**src/rtl/irq_agg_pkg.sv**
```systemverilog
// Package: shared sizes and register word addresses of the interrupt aggregator.
// Assumes: a word-addressed write port with 2 address bits.
package irq_agg_pkg;
    localparam int NUM_SRC     = 6;
    localparam int ADDR_W      = 2;
    localparam int DATA_W      = 32;
    localparam int DP_ACK_BIT  = 11;

    typedef enum logic [ADDR_W-1:0] {
        ADDR_MODE = 2'd0,
        ADDR_RSV1 = 2'd1,
        ADDR_RSV2 = 2'd2,
        ADDR_MASK = 2'd3
    } reg_addr_e;
endpackage

```
**src/rtl/irq_reg_decode.sv**
```systemverilog
// Module: turns a register write into per-source mask clear/set strobes
// and the display-processor acknowledge strobe.
// Assumes: writes are single-cycle strobes; the decode is purely combinational.
module irq_reg_decode
    import irq_agg_pkg::*;
#(
    parameter int N_SRC   = NUM_SRC,
    parameter int AW      = ADDR_W,
    parameter int DW      = DATA_W,
    parameter int ACK_BIT = DP_ACK_BIT
) (
    input  logic          wr,
    input  logic [AW-1:0] addr,
    input  logic [DW-1:0] wdata,
    output logic [N_SRC-1:0] clr_stb,
    output logic [N_SRC-1:0] set_stb,
    output logic          ack_stb
);
    logic mask_hit;
    logic mode_hit;

    // Address match for the two registers this block owns.
    always_comb begin
        mask_hit = wr && (addr == AW'(ADDR_MASK));
        mode_hit = wr && (addr == AW'(ADDR_MODE));
        ack_stb  = mode_hit && wdata[ACK_BIT];
    end

    for (genvar n = 0; n < N_SRC; n++) begin : g_pair
        // A pair with both bits equal is a no-op for that source.
        always_comb begin
            clr_stb[n] = mask_hit &&  wdata[2*n] && !wdata[2*n+1];
            set_stb[n] = mask_hit && !wdata[2*n] &&  wdata[2*n+1];
        end
    end
endmodule

```
**src/rtl/irq_mask_bank.sv**
```systemverilog
// Module: holds one mask flag per source, updated by clear/set strobes.
// Assumes: clear and set for the same source are never both asserted
// (the decoder filters that case out).
module irq_mask_bank #(
    parameter int N_SRC = irq_agg_pkg::NUM_SRC
) (
    input  logic             clk,
    input  logic             rst_n,
    input  logic [N_SRC-1:0] clr_stb,
    input  logic [N_SRC-1:0] set_stb,
    output logic [N_SRC-1:0] mask_q
);
    for (genvar n = 0; n < N_SRC; n++) begin : g_mask
        // Per-source mask flag with synchronous reset to disabled.
        always_ff @(posedge clk) begin
            if (!rst_n)
                mask_q[n] <= 1'b0;
            else if (set_stb[n])
                mask_q[n] <= 1'b1;
            else if (clr_stb[n])
                mask_q[n] <= 1'b0;
        end
    end
endmodule

```
**src/rtl/irq_pending_bank.sv**
```systemverilog
// Module: pending flags. Every source but the last follows its level request.
// The last source is a sticky latch set by a pulse and cleared by an acknowledge.
// Assumes: level inputs are synchronous to clk.
module irq_pending_bank #(
    parameter int N_SRC = irq_agg_pkg::NUM_SRC
) (
    input  logic             clk,
    input  logic             rst_n,
    input  logic [N_SRC-2:0] level_in,
    input  logic             pulse_in,
    input  logic             ack_in,
    output logic [N_SRC-1:0] pend_q
);
    localparam int LATCH_IDX = N_SRC - 1;

    for (genvar n = 0; n < N_SRC; n++) begin : g_pend
        if (n == LATCH_IDX) begin : g_sticky
            // Sticky flag: a pulse wins over an acknowledge on the same edge.
            always_ff @(posedge clk) begin
                if (!rst_n)
                    pend_q[n] <= 1'b0;
                else if (pulse_in)
                    pend_q[n] <= 1'b1;
                else if (ack_in)
                    pend_q[n] <= 1'b0;
            end
        end else begin : g_level
            // Level flag: registered copy of the peripheral request.
            always_ff @(posedge clk) begin
                if (!rst_n)
                    pend_q[n] <= 1'b0;
                else
                    pend_q[n] <= level_in[n];
            end
        end
    end
endmodule

```
**src/rtl/irq_aggregator.sv**
```systemverilog
// Module: top of the masked interrupt aggregator. Decodes register writes,
// keeps mask and pending flags, and drives a registered CPU interrupt.
// Assumes: synchronous active-low reset; all inputs synchronous to clk.
module irq_aggregator
    import irq_agg_pkg::*;
#(
    parameter int N_SRC = NUM_SRC,
    parameter int AW    = ADDR_W,
    parameter int DW    = DATA_W
) (
    input  logic             clk,
    input  logic             rst_n,
    input  logic             reg_wr,
    input  logic [AW-1:0]    reg_addr,
    input  logic [DW-1:0]    reg_wdata,
    input  logic [N_SRC-2:0] src_level,
    input  logic             dp_pulse,
    output logic [N_SRC-1:0] mask_view,
    output logic [N_SRC-1:0] pend_view,
    output logic             cpu_irq
);
    logic [N_SRC-1:0] clr_stb;
    logic [N_SRC-1:0] set_stb;
    logic             ack_stb;

    irq_reg_decode #(.N_SRC(N_SRC), .AW(AW), .DW(DW)) u_dec (
        .wr      (reg_wr),
        .addr    (reg_addr),
        .wdata   (reg_wdata),
        .clr_stb (clr_stb),
        .set_stb (set_stb),
        .ack_stb (ack_stb)
    );

    irq_mask_bank #(.N_SRC(N_SRC)) u_mask (
        .clk     (clk),
        .rst_n   (rst_n),
        .clr_stb (clr_stb),
        .set_stb (set_stb),
        .mask_q  (mask_view)
    );

    irq_pending_bank #(.N_SRC(N_SRC)) u_pend (
        .clk      (clk),
        .rst_n    (rst_n),
        .level_in (src_level),
        .pulse_in (dp_pulse),
        .ack_in   (ack_stb),
        .pend_q   (pend_view)
    );

    // Registered CPU interrupt: any pending and enabled source.
    always_ff @(posedge clk) begin
        if (!rst_n)
            cpu_irq <= 1'b0;
        else
            cpu_irq <= |(pend_view & mask_view);
    end
endmodule

```
**config.mk**
```make
export PLATFORM = sky130hd
export DESIGN_NAME = irq_aggregator
export DESIGN_NICKNAME = d
export VERILOG_FILES = /design/src/rtl/irq_agg_pkg.sv /design/src/rtl/irq_reg_decode.sv /design/src/rtl/irq_mask_bank.sv /design/src/rtl/irq_pending_bank.sv /design/src/rtl/irq_aggregator.sv
export SDC_FILE = /design/constraint.sdc
export NUM_CORES = 1
export LEC_CHECK = 0
export CAP_MARGIN = 20
export CORE_AREA = 2 2 39 41
export DETAILED_ROUTE_END_ITERATION = 10
export DIE_AREA = 0 0 41 43
export DONT_BUFFER_PORTS = 1
export SLEW_MARGIN = 25
export SYNTH_ARGS = -nofsm -noshare
export SYNTH_HDL_FRONTEND = slang
export SYNTH_HIERARCHICAL = 1
export SYNTH_SLANG_ARGS = --single-unit
```
**constraint.sdc**
```tcl
create_clock -name clk -period 1.05 [get_ports clk]
set_input_delay 0.21 -clock clk [delete_from_list [all_inputs] [get_ports clk]]
set_output_delay 0.21 -clock clk [all_outputs]
set_load 0.005 [all_outputs]
```
After elaboration in Yosys (flattened, before gate mapping)
Index checks and enable logic that the tools add are counted.
Word-level totals
  input port bits: 43
  bits in registers: 13
  output and inout port bits: 13
  memories: 0
  bits in latches: 0
  RAM bits: 0
  ROM bits: 0
Cells by class
  shift operators: 0
  mux-type cells: 14
  reductions and logical operators: 48
  $lt $le $gt $ge: 0
  equal/unequal tests: 1
  bitwise gates (word level): 1
  add/sub/neg operators: 0
  $mul: 0
  divide/modulo/power cells: 0
Operator list (number)
  $logic_and A1 B1 Y1: 27
  $mux W1: 14
  $reduce_bool A2 Y1: 7
  $logic_not A1 Y1: 12
  $and A6 B6 Y6: 1
  $reduce_or A6 Y1: 1
  $eq A2 B2 Y1 const B: 1
  $logic_not A2 Y1: 1

Longest topological paths before layout
Gate-level depths: netlist of the first run.
  depth in word-level cells: 6
  depth in mapped cells: 5
  mapped depth without buffers: 4

By module
Netlist of the first run, hierarchy kept.
By module, submodules not included
  irq_mask_bank: area each 247.7 sq um, cells each 18, sequential area each 120.1 sq um, times used 1
  irq_pending_bank: area each 172.7 sq um, cells each 13, sequential area each 120.1 sq um, times used 1
  irq_reg_decode: area each 170.2 sq um, cells each 16, sequential area each 0.0 sq um, times used 1
  irq_aggregator: area each 52.6 sq um, cells each 6, sequential area each 20.0 sq um, times used 1

Least setup slack after synthesis of the first run
Ideal clock, no wire load.
  path type: input port to flip-flop
  start point: in reg_addr[0]
  end point: reg u_mask.mask_q[0]
  required time: 935 ps
  path slack: 73 ps
  arrival time: 863 ps
  stages: 5
  path through: nand3_2 > buf_6 > nor3b_2 > nor2b_4 > o21a_1
On the way
  longest elaborated chain between the ends: 5
  elaborated cells between the ends (all ways): 8
  those cells by class: eq/ne: 1; mux: 1; reduce/logical: 6
RTL lines
  from (decl): line irq_aggregator.sv:14  | input logic [AW-1:0] reg_addr,
  $eq A2 B2 Y1: line irq_reg_decode.sv:24  | mask_hit = wr && (addr == AW'(ADDR_MASK));
  $logic_and A1 B1 Y1: line irq_reg_decode.sv:24
  $logic_and A1 B1 Y1 (2 in a row): line irq_reg_decode.sv:32  | clr_stb[n] = mask_hit && wdata[2*n] && !wdata[2*n+1];
  via clr_stb[0]: line irq_aggregator.sv:22  | logic [N_SRC-1:0] clr_stb;
  $reduce_bool A2 Y1 (no line)
  to (signal, indexed assignment): line irq_mask_bank.sv:17  | mask_q[n] <= 1'b0;
  to (signal, indexed assignment): line irq_mask_bank.sv:19  | mask_q[n] <= 1'b1;
  to (signal, indexed assignment): line irq_mask_bank.sv:21  | mask_q[n] <= 1'b0;
  to (decl): line irq_mask_bank.sv:11  | output logic [N_SRC-1:0] mask_q
The timed path passes the listed nets, and every way through them passes these cells.
A chain may end at the register's enable or synchronous reset.

Worst setup path in the final report of the first run
  start point: reg u_mask.mask_q[5]
  end point: out mask_view[5]
RTL lines
  to (decl): line irq_aggregator.sv:18  | output logic [N_SRC-1:0] mask_view,
No word-level cell between the ends.

==> impl_metrics.prom, run 1 <==
# TYPE chip_impl_metric gauge
chip_impl_metric{name="dp_worst_setup_slack",unit="ns"} 0.0362
chip_impl_metric{name="num-fill-cells",unit=""} 137
chip_impl_metric{name="gp_congestion",unit=""} 0.557
chip_impl_metric{name="multi_input_comb_area",unit="sq um"} 368
chip_impl_metric{name="chipHeight",unit="um"} 43
chip_impl_info{name="endpoint_with_the_worst_hold_slack",value="cpu_irq"} 1
chip_impl_metric{name="cts-buffers-inserted",unit=""} 3
chip_impl_metric{name="initial_antenna_violation_count",unit=""} 0
chip_impl_info{name="run_status",value="finished clean"} 1
chip_impl_metric{name="number_of_h_tree_levels",unit=""} 1
chip_impl_metric{name="clock-skew-final",unit="ns"} 0.00475
chip_impl_metric{name="timing_max_transition_violations_final",unit=""} 0
chip_impl_metric{name="io-pin-count",unit=""} 56
chip_impl_info{name="criticalPathCategory",value="reg -> out"} 1
chip_impl_metric{name="die_area",unit="sq um"} 1760
chip_impl_metric{name="finish_stage_setup_viols",unit=""} 0
chip_impl_metric{name="max_cap_viol_count",unit=""} 0
chip_impl_metric{name="drt_iter0_drc",unit=""} 4
chip_impl_info{name="cts.root.buffer_cell",value="sky130_fd_sc_hd__clkbuf_4"} 1
chip_impl_metric{name="slew_headroom",unit=""} 0.780
chip_impl_info{name="min-delay-start",value="rst_n"} 1
chip_impl_metric{name="timing.final.crit_period",unit="ns"} 0.858
chip_impl_metric{name="synth_warnings",unit=""} 6
chip_impl_metric{name="hold-path-cell-count",unit=""} 2
chip_impl_metric{name="worst-slew-pin-transition",unit="ns"} 0.328
chip_impl_metric{name="post_cts_buffers",unit=""} 0
chip_impl_metric{name="syn_nets",unit=""} 96
chip_impl_metric{name="seqCellArea",unit="sq um"} 260
chip_impl_metric{name="clkTransAtPathRegs",unit="ns"} 0.08
chip_impl_metric{name="hold_buffers",unit=""} 0
chip_impl_metric{name="grt_max_degree",unit=""} 14
chip_impl_metric{name="rrSetupSlack",unit="ns"} 0.30
chip_impl_metric{name="synth.lib_cells_used.distinct",unit=""} 13
chip_impl_metric{name="drive_above_1_share",unit=""} 0.404
chip_impl_metric{name="drt-pass1-iter-count",unit=""} 2
chip_impl_metric{name="critical_path.max_fanout",unit=""} 3
chip_impl_info{name="final_common_cell",value="sky130_fd_sc_hd__dfxtp_1"} 1
chip_impl_metric{name="initial_utilization",unit=""} 0.465
chip_impl_metric{name="detailed_place.area",unit="sq um"} 672
chip_impl_metric{name="via_count",unit=""} 404
chip_impl_metric{name="p_leak",unit="nW"} 0.235
chip_impl_metric{name="synthesis.instances",unit=""} 53
chip_impl_metric{name="setup_tns",unit="ns"} 0
chip_impl_metric{name="worst_ep_required_time",unit="ns"} 0.84
chip_impl_metric{name="final_util",unit=""} 0.505
chip_impl_info{name="setup.worst_path.start",value="u_mask/mask_q[5]"} 1
chip_impl_metric{name="global_route.overflow_total",unit=""} 0
chip_impl_metric{name="clk_path_buf_depth",unit=""} 2
chip_impl_info{name="cts_tree",value="done"} 1
chip_impl_info{name="grt_setup_unrepaired",value="no"} 1
chip_impl_metric{name="timing.final.hold_violations",unit=""} 0
chip_impl_info{name="r2r_start",value="u_pend/pend_q[4]"} 1
chip_impl_metric{name="core.rowCount",unit=""} 14
chip_impl_metric{name="grt_pass1_vias",unit=""} 422
chip_impl_info{name="worstHoldPathType",value="in -> reg"} 1
chip_impl_metric{name="drc",unit=""} 0
chip_impl_info{name="critical_path.endpoint_type",value="output port"} 1
chip_impl_metric{name="number_of_inserted_diodes",unit=""} 0
chip_impl_metric{name="clock.fmax",unit="MHz"} 1160
chip_impl_metric{name="drtAntennaViolNets",unit=""} 0
chip_impl_metric{name="routed_wirelength",unit="um"} 998
chip_impl_metric{name="floorplan.die.width",unit="um"} 41
chip_impl_metric{name="wire_length_of_the_first_global_routing_pass",unit="um"} 1640
chip_impl_metric{name="routed_wire_length_per_instance",unit="um"} 13.7
chip_impl_metric{name="syn_area_cell",unit="sq um"} 12.1
chip_impl_metric{name="worst_ir_drop_vdd",unit="mV"} 0.792
chip_impl_metric{name="synthToLayoutAreaGrowth",unit="%"} 8.75
chip_impl_metric{name="postSynthRegisterBits",unit=""} 13
chip_impl_metric{name="r2r.worst_path.cells",unit=""} 2
chip_impl_info{name="mostFrequentLayoutCells",value="sky130_fd_sc_hd__dfxtp_1, sky130_fd_sc_hd__nor3b_2, sky130_fd_sc_hd__nor2b_4, sky130_fd_sc_hd__o21a_1, sky130_fd_sc_hd__and2_1"} 1
chip_impl_metric{name="core_area",unit="sq um"} 1380
chip_impl_metric{name="cellPowerDensity",unit="nW/um^2"} 1260
chip_impl_metric{name="final_cells",unit=""} 73
chip_impl_metric{name="placement.io_buffers",unit=""} 0
chip_impl_metric{name="cts_repair_resize_count",unit=""} 0
chip_impl_metric{name="postLayoutCellArea",unit="sq um"} 699
chip_impl_metric{name="groute.usage.overall",unit=""} 0.139
chip_impl_metric{name="final_nets",unit=""} 101
chip_impl_metric{name="min_period_over_period",unit=""} 0.818
chip_impl_metric{name="clk_latency",unit="ns"} 0.27
chip_impl_metric{name="detailed_place_hpwl",unit="um"} 825
chip_impl_metric{name="drt-vias-per-instance",unit=""} 5.53
chip_impl_metric{name="final.setup.worst_slack",unit="ns"} 0.192
chip_impl_metric{name="cts_sinks",unit=""} 13
chip_impl_info{name="worstSetupStartpointType",value="flop"} 1
chip_impl_metric{name="synth_area",unit="sq um"} 643
chip_impl_metric{name="cp_data_arrival_time",unit="ns"} 0.65
chip_impl_metric{name="ys_seq_area_frac",unit=""} 0.405
chip_impl_info{name="r2r-end",value="cpu_irq"} 1
chip_impl_metric{name="place.detailed.instances",unit=""} 69
[how the worst max path moves through the flow]
stage / slack [ns] / depth (start not counted) / to
after floorplan: 0.07 / 5 / u_mask/mask_q[0]
after global placement: 0.05 / 5 / u_mask/mask_q[0]
after detailed placement: 0.04 / 5 / u_mask/mask_q[3]
after CTS: 0.17 / 0 / pend_view[5]
after global routing: 0.14 / 0 / mask_view[5]
final: 0.19 / 0 / mask_view[5]
[stage by stage]
step,total power [mW],hold WS [ns]
2_1_floorplan,0.590,0.319
3_3_place_gp,0.602,0.322
3_5_place_dp,0.604,0.324
4_1_cts,0.898,0.0286
5_1_grt,0.923,0.0346
6_report,0.880,0.0388
[metal layers]
layer / part of all wire / routed length [um] / vias to the layer above / global-route usage
met5: 0 / 0 / - / 0
li1: - / - / 196 / -
met3: 0.093 / 93 / 0 / 0.0576
met4: 0 / 0 / 0 / 0.0800
met1: 0.36 / 361 / 186 / 0.167
met2: 0.54 / 543 / 22 / 0.200
[flip-flops by register name, summed over array words and instances, names as in the netlist]
| register | count |
|---|---|
| u_mask/mask_q | 6 |
| u_pend/pend_q | 6 |
| cpu_irq | 1 |
[area by class of cell]
type	count	share of cell area
clock buffer	3	0.0322
clock inverter	1	0.00716
inverter	1	0.00537
multi-input combinational	38	0.526
sequential	13	0.372
tap	16	0.0286
timing repair buffer	1	0.0286
[where the power goes]
group | internal [mW] | total [mW] | switching (mW)
clock | 0.141 | 0.291 | 0.150
combinational | 0.0423 | 0.0623 | 0.0201
sequential | 0.512 | 0.527 | 0.0156
[cells in the mapped netlist]
library cell              count  area, sq um
sky130_fd_sc_hd__dfxtp_1     13          260
sky130_fd_sc_hd__nor3b_2     10          125
sky130_fd_sc_hd__nor2b_4      7         96.3
sky130_fd_sc_hd__o21a_1       7         52.6
sky130_fd_sc_hd__and2_1       5         31.3
sky130_fd_sc_hd__a22oi_1      3         22.5
sky130_fd_sc_hd__nor3b_1      2         15.0
sky130_fd_sc_hd__a31oi_1      1         6.26
sky130_fd_sc_hd__buf_6        1         11.3
sky130_fd_sc_hd__inv_1        1         3.75
sky130_fd_sc_hd__nand2_1      1         3.75
sky130_fd_sc_hd__nand3_2      1         10.0
sky130_fd_sc_hd__nor3_1       1         5.00
[kinds of logic after synthesis]
family          count (synthesis)  share of synthesized area
buf+inv                         2                     0.0233
compound gates                 11                      0.126
simple gates                   27                      0.446
flops                          13                      0.405
(Power assumes the default switching activity.)
==> run 2: changes to the inputs <==
==> constraint.sdc (replaced) <==
create_clock -name clk -period 0.9 [get_ports clk]
set_input_delay 0.18 -clock clk [delete_from_list [all_inputs] [get_ports clk]]
set_output_delay 0.18 -clock clk [all_outputs]
set_load 0.005 [all_outputs]
==> run 2 against run 1 <==
Sequential share of layout area down 1.8 points. Clock power up 21%. Critical path depth unchanged.
==> impl_metrics.prom, run 2 (synthesis gave the netlist of run 1 again) <==
# TYPE chip_impl_metric gauge
chip_impl_metric{name="drt_iter0_drc",unit=""} 4
chip_impl_info{name="criticalPathCategory",value="reg -> out"} 1
chip_impl_metric{name="core.rowCount",unit=""} 14
chip_impl_metric{name="routed_wire_length_per_instance",unit="um"} 15.6
chip_impl_metric{name="global_route.overflow_total",unit=""} 0
chip_impl_metric{name="clock.fmax",unit="MHz"} 1190
chip_impl_metric{name="drt-vias-per-instance",unit=""} 5.55
chip_impl_metric{name="drc",unit=""} 0
chip_impl_info{name="largest_registers_in_the_final_layout",value="u_mask/mask_q: 6 flops, u_pend/pend_q: 6 flops, cpu_irq: 1 flops"} 1
chip_impl_metric{name="wire_length_of_the_first_global_routing_pass",unit="um"} 1930
chip_impl_info{name="cts_tree",value="done"} 1
chip_impl_info{name="cts.root.buffer_cell",value="sky130_fd_sc_hd__clkbuf_4"} 1
chip_impl_metric{name="timing.final.crit_period",unit="ns"} 0.841
chip_impl_metric{name="io-pin-count",unit=""} 56
chip_impl_metric{name="drtAntennaViolNets",unit=""} 0
chip_impl_metric{name="postLayoutCellArea",unit="sq um"} 739
chip_impl_metric{name="groute.usage.overall",unit=""} 0.166
chip_impl_info{name="final_common_cell",value="sky130_fd_sc_hd__dfxtp_1"} 1
chip_impl_info{name="critical_path.endpoint_type",value="output port"} 1
chip_impl_metric{name="clock-skew-final",unit="ns"} 0.00764
chip_impl_metric{name="clk_path_buf_depth",unit=""} 2
chip_impl_metric{name="clkTransAtPathRegs",unit="ns"} 0.08
chip_impl_metric{name="worst-slew-pin-transition",unit="ns"} 0.332
chip_impl_metric{name="min_period_over_period",unit=""} 0.934
chip_impl_metric{name="place.detailed.instances",unit=""} 70
chip_impl_metric{name="grt_max_degree",unit=""} 14
chip_impl_info{name="grt_setup_unrepaired",value="no"} 1
chip_impl_metric{name="cp_data_arrival_time",unit="ns"} 0.66
chip_impl_metric{name="core_area",unit="sq um"} 1380
chip_impl_metric{name="initial_utilization",unit=""} 0.465
chip_impl_metric{name="timing_max_transition_violations_final",unit=""} 0
chip_impl_metric{name="synthToLayoutAreaGrowth",unit="%"} 15.0
chip_impl_metric{name="detailed_place.area",unit="sq um"} 712
chip_impl_metric{name="final_nets",unit=""} 102
chip_impl_info{name="mostFrequentLayoutCells",value="sky130_fd_sc_hd__dfxtp_1, sky130_fd_sc_hd__nor2b_4, sky130_fd_sc_hd__o21a_1, sky130_fd_sc_hd__nor3b_4, sky130_fd_sc_hd__and2_1"} 1
chip_impl_metric{name="placement.io_buffers",unit=""} 0
chip_impl_metric{name="number_of_inserted_diodes",unit=""} 0
chip_impl_metric{name="max_cap_viol_count",unit=""} 0
chip_impl_metric{name="gp_congestion",unit=""} 0.636
chip_impl_metric{name="final_cells",unit=""} 74
chip_impl_metric{name="final_util",unit=""} 0.534
chip_impl_metric{name="grt_pass1_vias",unit=""} 477
chip_impl_metric{name="timing.final.hold_violations",unit=""} 0
chip_impl_metric{name="hold_buffers",unit=""} 0
chip_impl_metric{name="drt-pass1-iter-count",unit=""} 4
chip_impl_info{name="worstHoldPathType",value="in -> reg"} 1
chip_impl_metric{name="cts_repair_resize_count",unit=""} 0
chip_impl_metric{name="dp_worst_setup_slack",unit="ns"} -0.125
chip_impl_info{name="worstSetupStartpointType",value="flop"} 1
chip_impl_metric{name="critical_path.max_fanout",unit=""} 3
chip_impl_metric{name="routed_wirelength",unit="um"} 1150
chip_impl_info{name="run_status",value="finished clean"} 1
chip_impl_metric{name="worst_ep_required_time",unit="ns"} 0.72
chip_impl_metric{name="cellPowerDensity",unit="nW/um^2"} 1420
chip_impl_metric{name="number_of_h_tree_levels",unit=""} 1
chip_impl_metric{name="cts_sinks",unit=""} 13
chip_impl_metric{name="post_cts_buffers",unit=""} 0
chip_impl_metric{name="via_count",unit=""} 411
chip_impl_metric{name="floorplan.die.width",unit="um"} 41
chip_impl_metric{name="clk_latency",unit="ns"} 0.27
chip_impl_metric{name="timing.hold.ws",unit="ns"} 0.0191
chip_impl_metric{name="chipHeight",unit="um"} 43
chip_impl_metric{name="cts-buffers-inserted",unit=""} 3
chip_impl_metric{name="final.setup.worst_slack",unit="ns"} 0.0590
chip_impl_metric{name="die_area",unit="sq um"} 1760
chip_impl_metric{name="slew_headroom",unit=""} 0.777
chip_impl_metric{name="finish_stage_setup_viols",unit=""} 0
chip_impl_metric{name="worst_ir_drop_vdd",unit="mV"} 0.740
chip_impl_metric{name="initial_antenna_violation_count",unit=""} 0
chip_impl_metric{name="p_leak",unit="nW"} 0.259
chip_impl_metric{name="drive_above_1_share",unit=""} 0.414
-- run 2: area by class of cell --
type	count	area, sq um
inverter	1	3.75
sequential	13	262
clock buffer	4	26.3
timing repair buffer	2	15.0
tap	16	20.0
fill	132	644
multi-input combinational	38	413
-- run 2: layer usage --
metal,vias to the layer above,share of wire,wire length [um],global-route usage
met5,-,0,0,0
met4,0,0.0052,6,0.0600
met3,2,0.14,165,0.120
met2,25,0.55,634,0.256
met1,185,0.30,344,0.164
li1,199,-,-,-
-- run 2: worst paths after layout --
path / endpoint / cells after the start / slack, ns / from
worst max-delay path: mask_view[5] / 0 / 0.06 / u_mask/mask_q[5]
worst min-delay path: cpu_irq / 2 / 0.02 / rst_n
worst max register to register: cpu_irq / 2 / 0.11 / u_mask/mask_q[4]
worst min register to register: cpu_irq / 2 / 0.63 / u_pend/pend_q[1]
-- run 2: report_power, final --
| part | leakage [nW] | switching (mW) | internal, mW |
|---|---|---|---|
| clock | 0.0150 | 0.180 | 0.172 |
| sequential | 0.107 | 0.0177 | 0.597 |
| combinational | 0.137 | 0.0274 | 0.0558 |
-- run 2: through the flow --
step | TNS (ns) | total power [mW]
3_3_place_gp | -0.474 | 0.709
2_1_floorplan | -0.167 | 0.705
3_5_place_dp | -0.681 | 0.714
6_report | 0 | 1.05
5_1_grt | 0 | 1.10
4_1_cts | 0 | 1.07
